File: config.mk
export PLATFORM = sky130hd
export DESIGN_NAME = serstb_regfile
export DESIGN_NICKNAME = d
export VERILOG_FILES = /design/src/rtl/serstb_pkg.sv /design/src/rtl/serstb_sync.sv /design/src/rtl/serstb_shifter.sv /design/src/rtl/serstb_regmap.sv /design/src/rtl/serstb_regfile.sv
export SDC_FILE = /design/constraint.sdc
export NUM_CORES = 1
export LEC_CHECK = 0
export ABC_AREA = 1
export BUFFER_PORTS_ARGS = -buffer_cell sky130_fd_sc_hd__buf_4
export CORE_ASPECT_RATIO = 1.2
export CORE_MARGIN = 1.5
export CORE_UTILIZATION = 27
export CTS_BUF_LIST = sky130_fd_sc_hd__clkbuf_2
export DETAILED_ROUTE_END_ITERATION = 12
export PLACE_DENSITY = 0.39
export SYNTH_ARGS = -nofsm -noshare
export SYNTH_HDL_FRONTEND = slang
export SYNTH_SLANG_ARGS = --single-unit
File: constraint.sdc
create_clock -name clk -period 1.98 [get_ports clk]
set_input_delay 0.495 -clock clk [delete_from_list [all_inputs] [get_ports clk]]
set_output_delay 0.495 -clock clk [all_outputs]
set_load 0.01 [all_outputs]
File: src/rtl/serstb_pkg.sv
package serstb_pkg;

  typedef enum logic [1:0] {
    OP_NONE  = 2'd0,
    OP_READ  = 2'd1,
    OP_WRITE = 2'd2
  } serstb_op_e;

  localparam logic [7:0] ADDR_MODE    = 8'h00;
  localparam logic [7:0] ADDR_MUX     = 8'h02;
  localparam logic [7:0] ADDR_SWITCH  = 8'h08;
  localparam logic [7:0] ADDR_RSTCTL  = 8'h80;
  localparam logic [7:0] ADDR_VERSION = 8'hFF;

endpackage

File: src/rtl/serstb_sync.sv
module serstb_sync #(
  parameter int          N       = 3,
  parameter int          STAGES  = 2,
  parameter logic [N-1:0] RST_VAL = '0
) (
  input  logic         clk,
  input  logic         rst_n,
  input  logic [N-1:0] async_in,
  output logic [N-1:0] level
);

  for (genvar i = 0; i < N; i++) begin : g_bit
    logic [STAGES-1:0] chain;

    always_ff @(posedge clk or negedge rst_n) begin
      if (!rst_n) chain <= {STAGES{RST_VAL[i]}};
      else        chain <= {chain[STAGES-2:0], async_in[i]};
    end

    assign level[i] = chain[STAGES-1];
  end

endmodule

File: src/rtl/serstb_shifter.sv
module serstb_shifter
  import serstb_pkg::*;
#(
  parameter int AW = 8,
  parameter int DW = 32
) (
  input  logic          clk,
  input  logic          rst_n,
  input  logic          sclk_lvl,
  input  logic          stb_n_lvl,
  input  logic          sdi_lvl,
  input  logic [DW-1:0] rd_wire,
  output logic [AW-1:0] addr,
  output logic [DW-1:0] wr_wire,
  output serstb_op_e    cmd,
  output logic          sdo
);

  logic          sclk_d;
  logic          armed;
  logic          sclk_rise, sclk_fall;
  logic          commit, shift_in, shift_out;
  logic [AW-1:0] addr_sr;
  logic [DW-1:0] data_sr;
  logic [DW-1:0] out_sr;

  assign sclk_rise = sclk_lvl & ~sclk_d;
  assign sclk_fall = ~sclk_lvl & sclk_d;
  assign commit    = sclk_rise & ~stb_n_lvl & armed;
  assign shift_in  = sclk_rise & stb_n_lvl;
  assign shift_out = sclk_fall & stb_n_lvl;

  always_comb begin
    cmd = OP_NONE;
    if (commit) cmd = sdi_lvl ? OP_WRITE : OP_READ;
  end

  // edge history and one-commit-per-strobe guard
  always_ff @(posedge clk or negedge rst_n) begin
    if (!rst_n) begin
      sclk_d <= 1'b0;
      armed  <= 1'b1;
    end else begin
      sclk_d <= sclk_lvl;
      if (stb_n_lvl)   armed <= 1'b1;
      else if (commit) armed <= 1'b0;
    end
  end

  // cascaded input chain: address is the newest AW bits
  always_ff @(posedge clk or negedge rst_n) begin
    if (!rst_n) begin
      addr_sr <= '0;
      data_sr <= '0;
    end else if (shift_in) begin
      addr_sr <= {addr_sr[AW-2:0], sdi_lvl};
      data_sr <= {data_sr[DW-2:0], addr_sr[AW-1]};
    end
  end

  // output shifter, refilled with ones so the idle level is high
  always_ff @(posedge clk or negedge rst_n) begin
    if (!rst_n)               out_sr <= '1;
    else if (cmd == OP_READ)  out_sr <= rd_wire;
    else if (shift_out)       out_sr <= {out_sr[DW-2:0], 1'b1};
  end

  assign addr    = addr_sr;
  assign wr_wire = data_sr;
  assign sdo     = out_sr[DW-1];

  a_r3_single_commit: assert property (@(posedge clk) disable iff (!rst_n)
    (cmd != OP_NONE) |=> (cmd == OP_NONE));

  a_r4_dout_holds: assert property (@(posedge clk) disable iff (!rst_n)
    (!shift_out && cmd != OP_READ) |=> $stable(sdo));

  a_r2_addr_frozen_in_strobe: assert property (@(posedge clk) disable iff (!rst_n)
    (!stb_n_lvl) |=> $stable(addr));

endmodule

File: src/rtl/serstb_regmap.sv
module serstb_regmap
  import serstb_pkg::*;
#(
  parameter int          AW        = 8,
  parameter int          DW        = 32,
  parameter int          DIP_W     = 8,
  parameter int          RST_PULSE = 1000,
  parameter logic [DW-1:0] VERSION   = 32'h0001_0000,
  parameter logic [DW-1:0] MODE_INIT = '0,
  parameter logic [DW-1:0] MUX_INIT  = '0
) (
  input  logic             clk,
  input  logic             rst_n,
  input  serstb_op_e       cmd,
  input  logic [AW-1:0]    addr,
  input  logic [DW-1:0]    wr_wire,
  input  logic [DIP_W-1:0] dip_sw,
  output logic [DW-1:0]    rd_wire,
  output logic [DW-1:0]    mode_word,
  output logic [DW-1:0]    mux_word,
  output logic             rst_req
);

  localparam int NB    = DW / 8;
  localparam int CNT_W = $clog2(RST_PULSE + 1);

  localparam logic [AW-1:0] A_MODE = AW'(ADDR_MODE);
  localparam logic [AW-1:0] A_MUX  = AW'(ADDR_MUX);
  localparam logic [AW-1:0] A_SW   = AW'(ADDR_SWITCH);
  localparam logic [AW-1:0] A_RST  = AW'(ADDR_RSTCTL);
  localparam logic [AW-1:0] A_VER  = AW'(ADDR_VERSION);

  function automatic logic [DW-1:0] flip_bytes(input logic [DW-1:0] w);
    logic [DW-1:0] r;
    for (int b = 0; b < NB; b++) r[8*b +: 8] = w[8*(NB-1-b) +: 8];
    return r;
  endfunction

  logic [DW-1:0]    native_in, rd_native, sw_native;
  logic [DW-1:0]    mode_q, mux_q, rst_q;
  logic [CNT_W-1:0] rst_cnt;
  logic             wr;

  assign native_in = flip_bytes(wr_wire);
  assign wr        = (cmd == OP_WRITE);

  if (DIP_W < DW) begin : g_sw_pad
    assign sw_native = {{(DW-DIP_W){1'b0}}, dip_sw};
  end else begin : g_sw_full
    assign sw_native = dip_sw[DW-1:0];
  end

  always_comb begin
    if      (addr == A_MODE) rd_native = mode_q;
    else if (addr == A_MUX)  rd_native = mux_q;
    else if (addr == A_SW)   rd_native = sw_native;
    else if (addr == A_RST)  rd_native = rst_q;
    else if (addr == A_VER)  rd_native = VERSION;
    else                     rd_native = '0;
  end

  assign rd_wire = flip_bytes(rd_native);

  always_ff @(posedge clk or negedge rst_n) begin
    if (!rst_n) begin
      mode_q <= MODE_INIT;
      mux_q  <= MUX_INIT;
    end else if (wr) begin
      if (addr == A_MODE) mode_q <= native_in;
      if (addr == A_MUX)  mux_q  <= native_in;
    end
  end

  // reset-control register with self-clearing request pulse
  always_ff @(posedge clk or negedge rst_n) begin
    if (!rst_n) begin
      rst_q   <= '0;
      rst_cnt <= '0;
    end else if (wr && addr == A_RST) begin
      rst_q   <= native_in;
      rst_cnt <= native_in[0] ? CNT_W'(RST_PULSE) : '0;
    end else if (rst_cnt != '0) begin
      rst_cnt <= rst_cnt - 1'b1;
      if (rst_cnt == CNT_W'(1)) rst_q <= '0;
    end
  end

  assign rst_req   = (rst_cnt != '0);
  assign mode_word = mode_q;
  assign mux_word  = mux_q;

  a_r8_rise_needs_write: assert property (@(posedge clk) disable iff (!rst_n)
    $rose(rst_req) |-> $past(cmd == OP_WRITE && addr == A_RST));

  a_r8_clear_after_pulse: assert property (@(posedge clk) disable iff (!rst_n)
    rst_req |=> (rst_req || !rst_q[0]));

  a_r7_mode_untouched: assert property (@(posedge clk) disable iff (!rst_n)
    !(cmd == OP_WRITE && addr == A_MODE) |=> $stable(mode_word));

  a_r7_mux_untouched: assert property (@(posedge clk) disable iff (!rst_n)
    !(cmd == OP_WRITE && addr == A_MUX) |=> $stable(mux_word));

endmodule

File: src/rtl/serstb_regfile.sv
module serstb_regfile
  import serstb_pkg::*;
#(
  parameter int          DW        = 32,
  parameter int          DIP_W     = 8,
  parameter int          SYNC_STG  = 2,
  parameter int          RST_PULSE = 1000,
  parameter logic [DW-1:0] VERSION   = 32'h0001_0000,
  parameter logic [DW-1:0] MODE_INIT = '0,
  parameter logic [DW-1:0] MUX_INIT  = '0
) (
  input  logic             clk,
  input  logic             rst_n,
  input  logic             ser_clk,
  input  logic             ser_stb_n,
  input  logic             ser_din,
  output logic             ser_dout,
  input  logic [DIP_W-1:0] dip_sw,
  output logic [DW-1:0]    mode_word,
  output logic [DW-1:0]    mux_word,
  output logic             rst_req
);

  localparam int AW = 8;

  logic [2:0]    pins_lvl;
  logic [AW-1:0] addr;
  logic [DW-1:0] wr_wire, rd_wire;
  serstb_op_e    cmd;

  // bit 0 serial clock, bit 1 strobe, bit 2 data in
  serstb_sync #(.N(3), .STAGES(SYNC_STG), .RST_VAL(3'b010)) u_sync (
    .clk      (clk),
    .rst_n    (rst_n),
    .async_in ({ser_din, ser_stb_n, ser_clk}),
    .level    (pins_lvl)
  );

  serstb_shifter #(.AW(AW), .DW(DW)) u_shift (
    .clk       (clk),
    .rst_n     (rst_n),
    .sclk_lvl  (pins_lvl[0]),
    .stb_n_lvl (pins_lvl[1]),
    .sdi_lvl   (pins_lvl[2]),
    .rd_wire   (rd_wire),
    .addr      (addr),
    .wr_wire   (wr_wire),
    .cmd       (cmd),
    .sdo       (ser_dout)
  );

  serstb_regmap #(
    .AW(AW), .DW(DW), .DIP_W(DIP_W), .RST_PULSE(RST_PULSE),
    .VERSION(VERSION), .MODE_INIT(MODE_INIT), .MUX_INIT(MUX_INIT)
  ) u_regs (
    .clk       (clk),
    .rst_n     (rst_n),
    .cmd       (cmd),
    .addr      (addr),
    .wr_wire   (wr_wire),
    .dip_sw    (dip_sw),
    .rd_wire   (rd_wire),
    .mode_word (mode_word),
    .mux_word  (mux_word),
    .rst_req   (rst_req)
  );

endmodule

# Word level (Yosys, flattened, before mapping)

Cells that the tools add are included.

Output and inout bits: 66
Memory bits (writable): 0
Bits of input ports: 13
Register bits: 186
Word-level logic and storage cells: 56
Bits in latches: 0
Bits in read-only memories: 0
Memories: 0

Bitwise operators: 9
Muxes and demuxes: 17
Reduce and logical (&&, ||, !) cells: 10
Shift operators: 0
Divide/modulo/power cells: 0
$lt $le $gt $ge: 0
Eq/ne operators: 7
$mul: 0
Add/subtract/negate cells: 1

Operators by type and width:

| kind                                               | count |
|---|---|
| two-way mux 32 bit                                 | 9 |
| two-way mux 10 bit                                 | 3 |
| two-way mux 17 bit                                 | 1 |
| == test 8 bit, second input constant               | 2 |
| == test 10 x 1 -> 1 bit, second input constant     | 1 |
| nonzero test 10 bit                                | 1 |
| subtractor 10 x 1 -> 10 bit, second input constant | 1 |
| == test 8 x 2 -> 1 bit, second input constant      | 1 |
| == test 8 x 4 -> 1 bit, second input constant      | 1 |
| zero test 8 bit                                    | 1 |
| nonzero test 2 bit                                 | 4 |
| bitwise AND 1 bit                                  | 6 |
| AND reduction 2 bit                                | 3 |
| two-way mux 2 bit                                  | 2 |
| inverter 1 bit                                     | 3 |
| == test 2 x 1 -> 1 bit, second input constant      | 1 |
| == test 2 bit, second input constant               | 1 |
| two-way mux 1 bit                                  | 2 |
| logical AND 1 bit                                  | 1 |

# Logic depth before layout (Yosys ltp)

Word-level depth: 9
Gate-level depth with buffers: 9
Gate-level depth less buffers: 9

# Modules after synthesis

A second synthesis with hierarchy kept.

Cells, all modules: 1003
Area, all modules: 8735.9 sq um

By module, submodules not included:

| module         | area an instance (sq um) | cells an instance | seq. area each (sq um) | instances |
|---|---|---|---|---|
| serstb_regmap  | 5326.4                   | 627               | 2652.5                 | 1 |
| serstb_shifter | 3234.4                   | 367               | 1893.1                 | 1 |
| serstb_sync    | 175.2                    | 9                 | 152.6                  | 1 |

# Least setup slack after synthesis

No wires, ideal clock.

Path type: reg-to-output
Start: reg u_regs.rst_cnt[0]
End: out rst_req
Data arrival time: 1.049 ns
Stages on the path, launching flop included: 6
Data required time: 1.485 ns
Buffers on the path: 0
Setup slack: 0.436 ns
Path through: dfrtp_1 -> inv_1 -> ha_1 -> nand3_1 -> nor2_2 -> nand2_2

Cells in the longest elaborated chain, start to end: 1

RTL lines:

| element                | line                 | text |
|---|---|---|
| from (decl)            | serstb_regmap.sv:41  | `logic [CNT_W-1:0] rst_cnt;` |
| from (signal assigned) | serstb_regmap.sv:81  | `rst_cnt <= native_in[0] ? CNT_W'(RST_PULSE) : '0;` |
| from (signal assigned) | serstb_regmap.sv:83  | `rst_cnt <= rst_cnt - 1'b1;` |
| nonzero test 10 bit    | serstb_regmap.sv:88  | `assign rst_req = (rst_cnt != '0);` |
| to (decl)              | serstb_regfile.sv:21 | `output logic rst_req` |

Every way passes these cells.

# Worst setup path in the final report

Same ends and word-level chain as after synthesis.

==> metrics.txt <==
outcome=complete, but fails checks; site row count=70; R2R Path End=u_regs.mode_word[18]; asr flop ratio synth=100%; Max Slew Vio Count=0; Post-DP HPWL=15.1 mm; Tmin final=2380 ps; critical path's largest stage delay=460 ps; compound-cell area share of the yosys netlist=14.8%; Cell Pwr Density=800 nW/µm²; synth top area cells=dfrtp_1 (45%), dfstp_2 (11%), nand2_1 (9.0%), nand3_1 (5.8%), nor2_1 (4.8%); R2R depth=9; number of DRC markers in iteration 0=341; total CTS buffers=17; drc violations=0; global route overflow=0; vias in the first global route=6960; initial core utilization=27.6%; failing checks=setup timing; fin crit share=120%; DR WL/cell=15.5 µm; Worst Path Max Fanout=2; clock sink count=186; Clock Latency Late Sink=800 ps; fmax=0.420 GHz; crit path buf inv count=2; RSZ-0062 raised after global routing=true; cell with the most instances after synthesis=nand2_1; HP Class=in2reg; Area growth syn-to-layout=27.3%; reg2reg start=u_shift.addr[3]; Vias/cell=4.51; post-synth top area share=44.8%; CP endpoint kind=output pin; Non-Filler Instances=1531; multi-input logic area=3200 µm²; XOR/XNOR Fraction of Synth Area=0.312%; Post-Syn Area=8430 µm²; Post-Synth Adder-Cell Area=0.297%; Post-DRT Antenna Nets=0; largest net degree at the start of global routing=81; full die area=32300 µm²; Post-Synthesis Cells=958; total power=8.58 mW; drt pass-1 iters=5; largest area contributor in the synthesized netlist=dfrtp_1; placed cells=1402; Relative slew margins=66.9%; syn avg cell area=8.80 µm²; Setup TNS Final=-421 ps; CP arrival=1880 ps; endpoints failing setup=2; Seq cells post-synth=186; # fillers=3221; worst-path cell chain=inv_2 > ha_4 > nand3_2 > nor2_2 > nand2_2 > buf_6; Synth Warn #=0; hold path cells=5; Final Wtd Congestion=0.743; Synth top cells by count=nand2_1 (202), dfrtp_1 (151), nor2_1 (107); Crit path max-delay family=flip-flops; CTS tree=built; CTS HTree Levels=4; Core Util, Final=35.1%; Mapped Nets=973; proportion of synthesized chip area in sequential cells=55.7%; Core Region=30600 µm²; CP Launch Type=flip-flop; Port Buf Inserts=78; first-pass GRT wire length=38.6 mm; flip-flop and latch area=4700 µm²; final hold vios=0; final setup margin=-399 ps; max_cap viols=0; Layout Nets=1136; layout cells sized above 1=28.8%; actual slew at the worst max-slew pin=496 ps; Post-synth EDFFs=0; Bufs on Longest Clock Path=2; Root Buffer Master=clkbuf_2; initial antenna violation count=1; All-Layer GR Usage=15.6%; VDD IR max=0.000470 V; largest family of logic cells by synthesized area=simple AND/OR/NAND/NOR gates; Reg2Reg Setup Slack=230 ps; I/O Pins=79; mux contribution to synthesized area=0%; Die H=197 µm; CP required=1480 ps; hold path endpoint=u_shift.out_sr[31]; clock slew at reported path FFs=310 ps; critical path type=reg2out; Critical Path Slowest Stage Cell=dfrtp_1; Via Count=6912; routed wire length=23.8 mm; simple-gate share of the synthesized area=22.2%; Max Clock Skew=56.3 ps; hold path start=dip_sw[7]; Yosys cell types=32; die width=164 µm; Top FF cell, synth=dfrtp_1; leakage power=4.93 nW
==> power breakdown <==
part / internal, mW / total (mW) / switching [mW]
clock: 0.387 / 1.87 / 1.48
combinational: 0.883 / 2.23 / 1.35
sequential: 4.25 / 4.48 / 0.232
==> cells by family after synthesis <==
logic type | Yosys count
buf+inv | 112
compound gates | 224
simple gates | 431
flops | 186
xor+xnor | 3
fa+ha+maj | 2
==> worst reg2reg max path: cells and delay by family, from the launching register on <==
kind,cells,cell delay (ps)
flip-flops,1,500
AND/OR/NAND/NOR,5,550
AO/OA/AOI/OAI,1,90
buffers and inverters,3,540
==> area by class of cell <==
| class | count | area share, % |
|---|---|---|
| Clock buffer | 17 | 0.793 |
| Tap cell | 396 | 4.62 |
| Timing Repair Buffer | 202 | 17.9 |
| Sequential cell | 186 | 43.8 |
| Multi-Input combinational cell | 660 | 29.8 |
| Clock inverter | 15 | 1.18 |
| Inverter | 54 | 1.89 |
| Antenna cell | 1 | 0.0233 |
==> flip-flops by register name, summed over array words and instances, names as in the netlist <==
register	count
u_regs.mode_word	32
u_regs.mux_word	32
u_regs.rst_cnt	10
u_regs.rst_q	32
u_shift.addr	8
u_shift.armed	1
u_shift.out_sr	32
u_shift.sclk_d	1
u_shift.wr_wire	32
u_sync.g_bit.chain	6
==> metrics by stage <==
stage | worst slack (ps) | instance area (µm²) | hold slack [ps]
detailed placement | 180 | 9530 | 337
floorplan | 436 | 8430 | 199
finish | -399 | 10700 | 99.6
CTS | -513 | 10500 | 0.331
global route | -563 | 10700 | 7.75
global placement | 199 | 9530 | 334
==> cells in the final DEF (no fill, tap or decap), types with 2 or more instances in the layout <==
cell / netlist / routed
o21ai_0: 78 / 78
buf_12: 0 / 12
a21oi_1: 39 / 39
o21ai_2: 32 / 32
inv_1: 48 / 46
nand2_1: 202 / 201
inv_8: 0 / 3
nand4_1: 3 / 3
xnor2_1: 2 / 2
clkinv_2: 0 / 2
nor2_2: 3 / 4
o21ai_1: 72 / 72
buf_4: 4 / 121
nand3_1: 97 / 96
clkinv_4: 0 / 2
nand2_4: 3 / 3
dfrtp_1: 151 / 150
nor2_1: 107 / 106
nand3_2: 2 / 3
clkbuf_2: 0 / 17
dfstp_2: 35 / 35
inv_6: 0 / 7
nor2_4: 5 / 5
inv_2: 6 / 8
nor3_1: 2 / 2
dlygate4sd3_1: 0 / 5
nand2_2: 3 / 4
buf_6: 12 / 63
==> worst max path at each step <==
| stage | cells past startpoint | start | to | slack [ps] |
|---|---|---|---|---|
| 5_1_grt | 5 | u_regs.rst_cnt[6] | rst_req | -560 |
| 6_report | 6 | u_regs.rst_cnt[0] | rst_req | -400 |
| 2_1_floorplan | 5 | u_regs.rst_cnt[0] | rst_req | 440 |
| 3_3_place_gp | 6 | u_regs.rst_cnt[0] | rst_req | 200 |
| 3_5_place_dp | 6 | u_regs.rst_cnt[0] | rst_req | 180 |
| 4_1_cts | 5 | u_regs.rst_cnt[4] | rst_req | -510 |
==> routing by layer <==
metal,track usage (%),routed length (µm),up-vias
li1,-,-,3484
met1,20.2,11100,3330
met2,26.8,11900,85
met3,2.57,594,13
met4,3.91,218,0
met5,0,0,-
==> repair_timing <==
action | in CTS | in global routing
setup buffers | 72 | 19
hold buffers | 5 | 0
hold endpoints to repair | 164 | 0
setup endpoints to repair | 63 | 64
pin swaps | 2 | 2
gates resized for setup | 41 | 29
(Power assumes the default switching activity.)
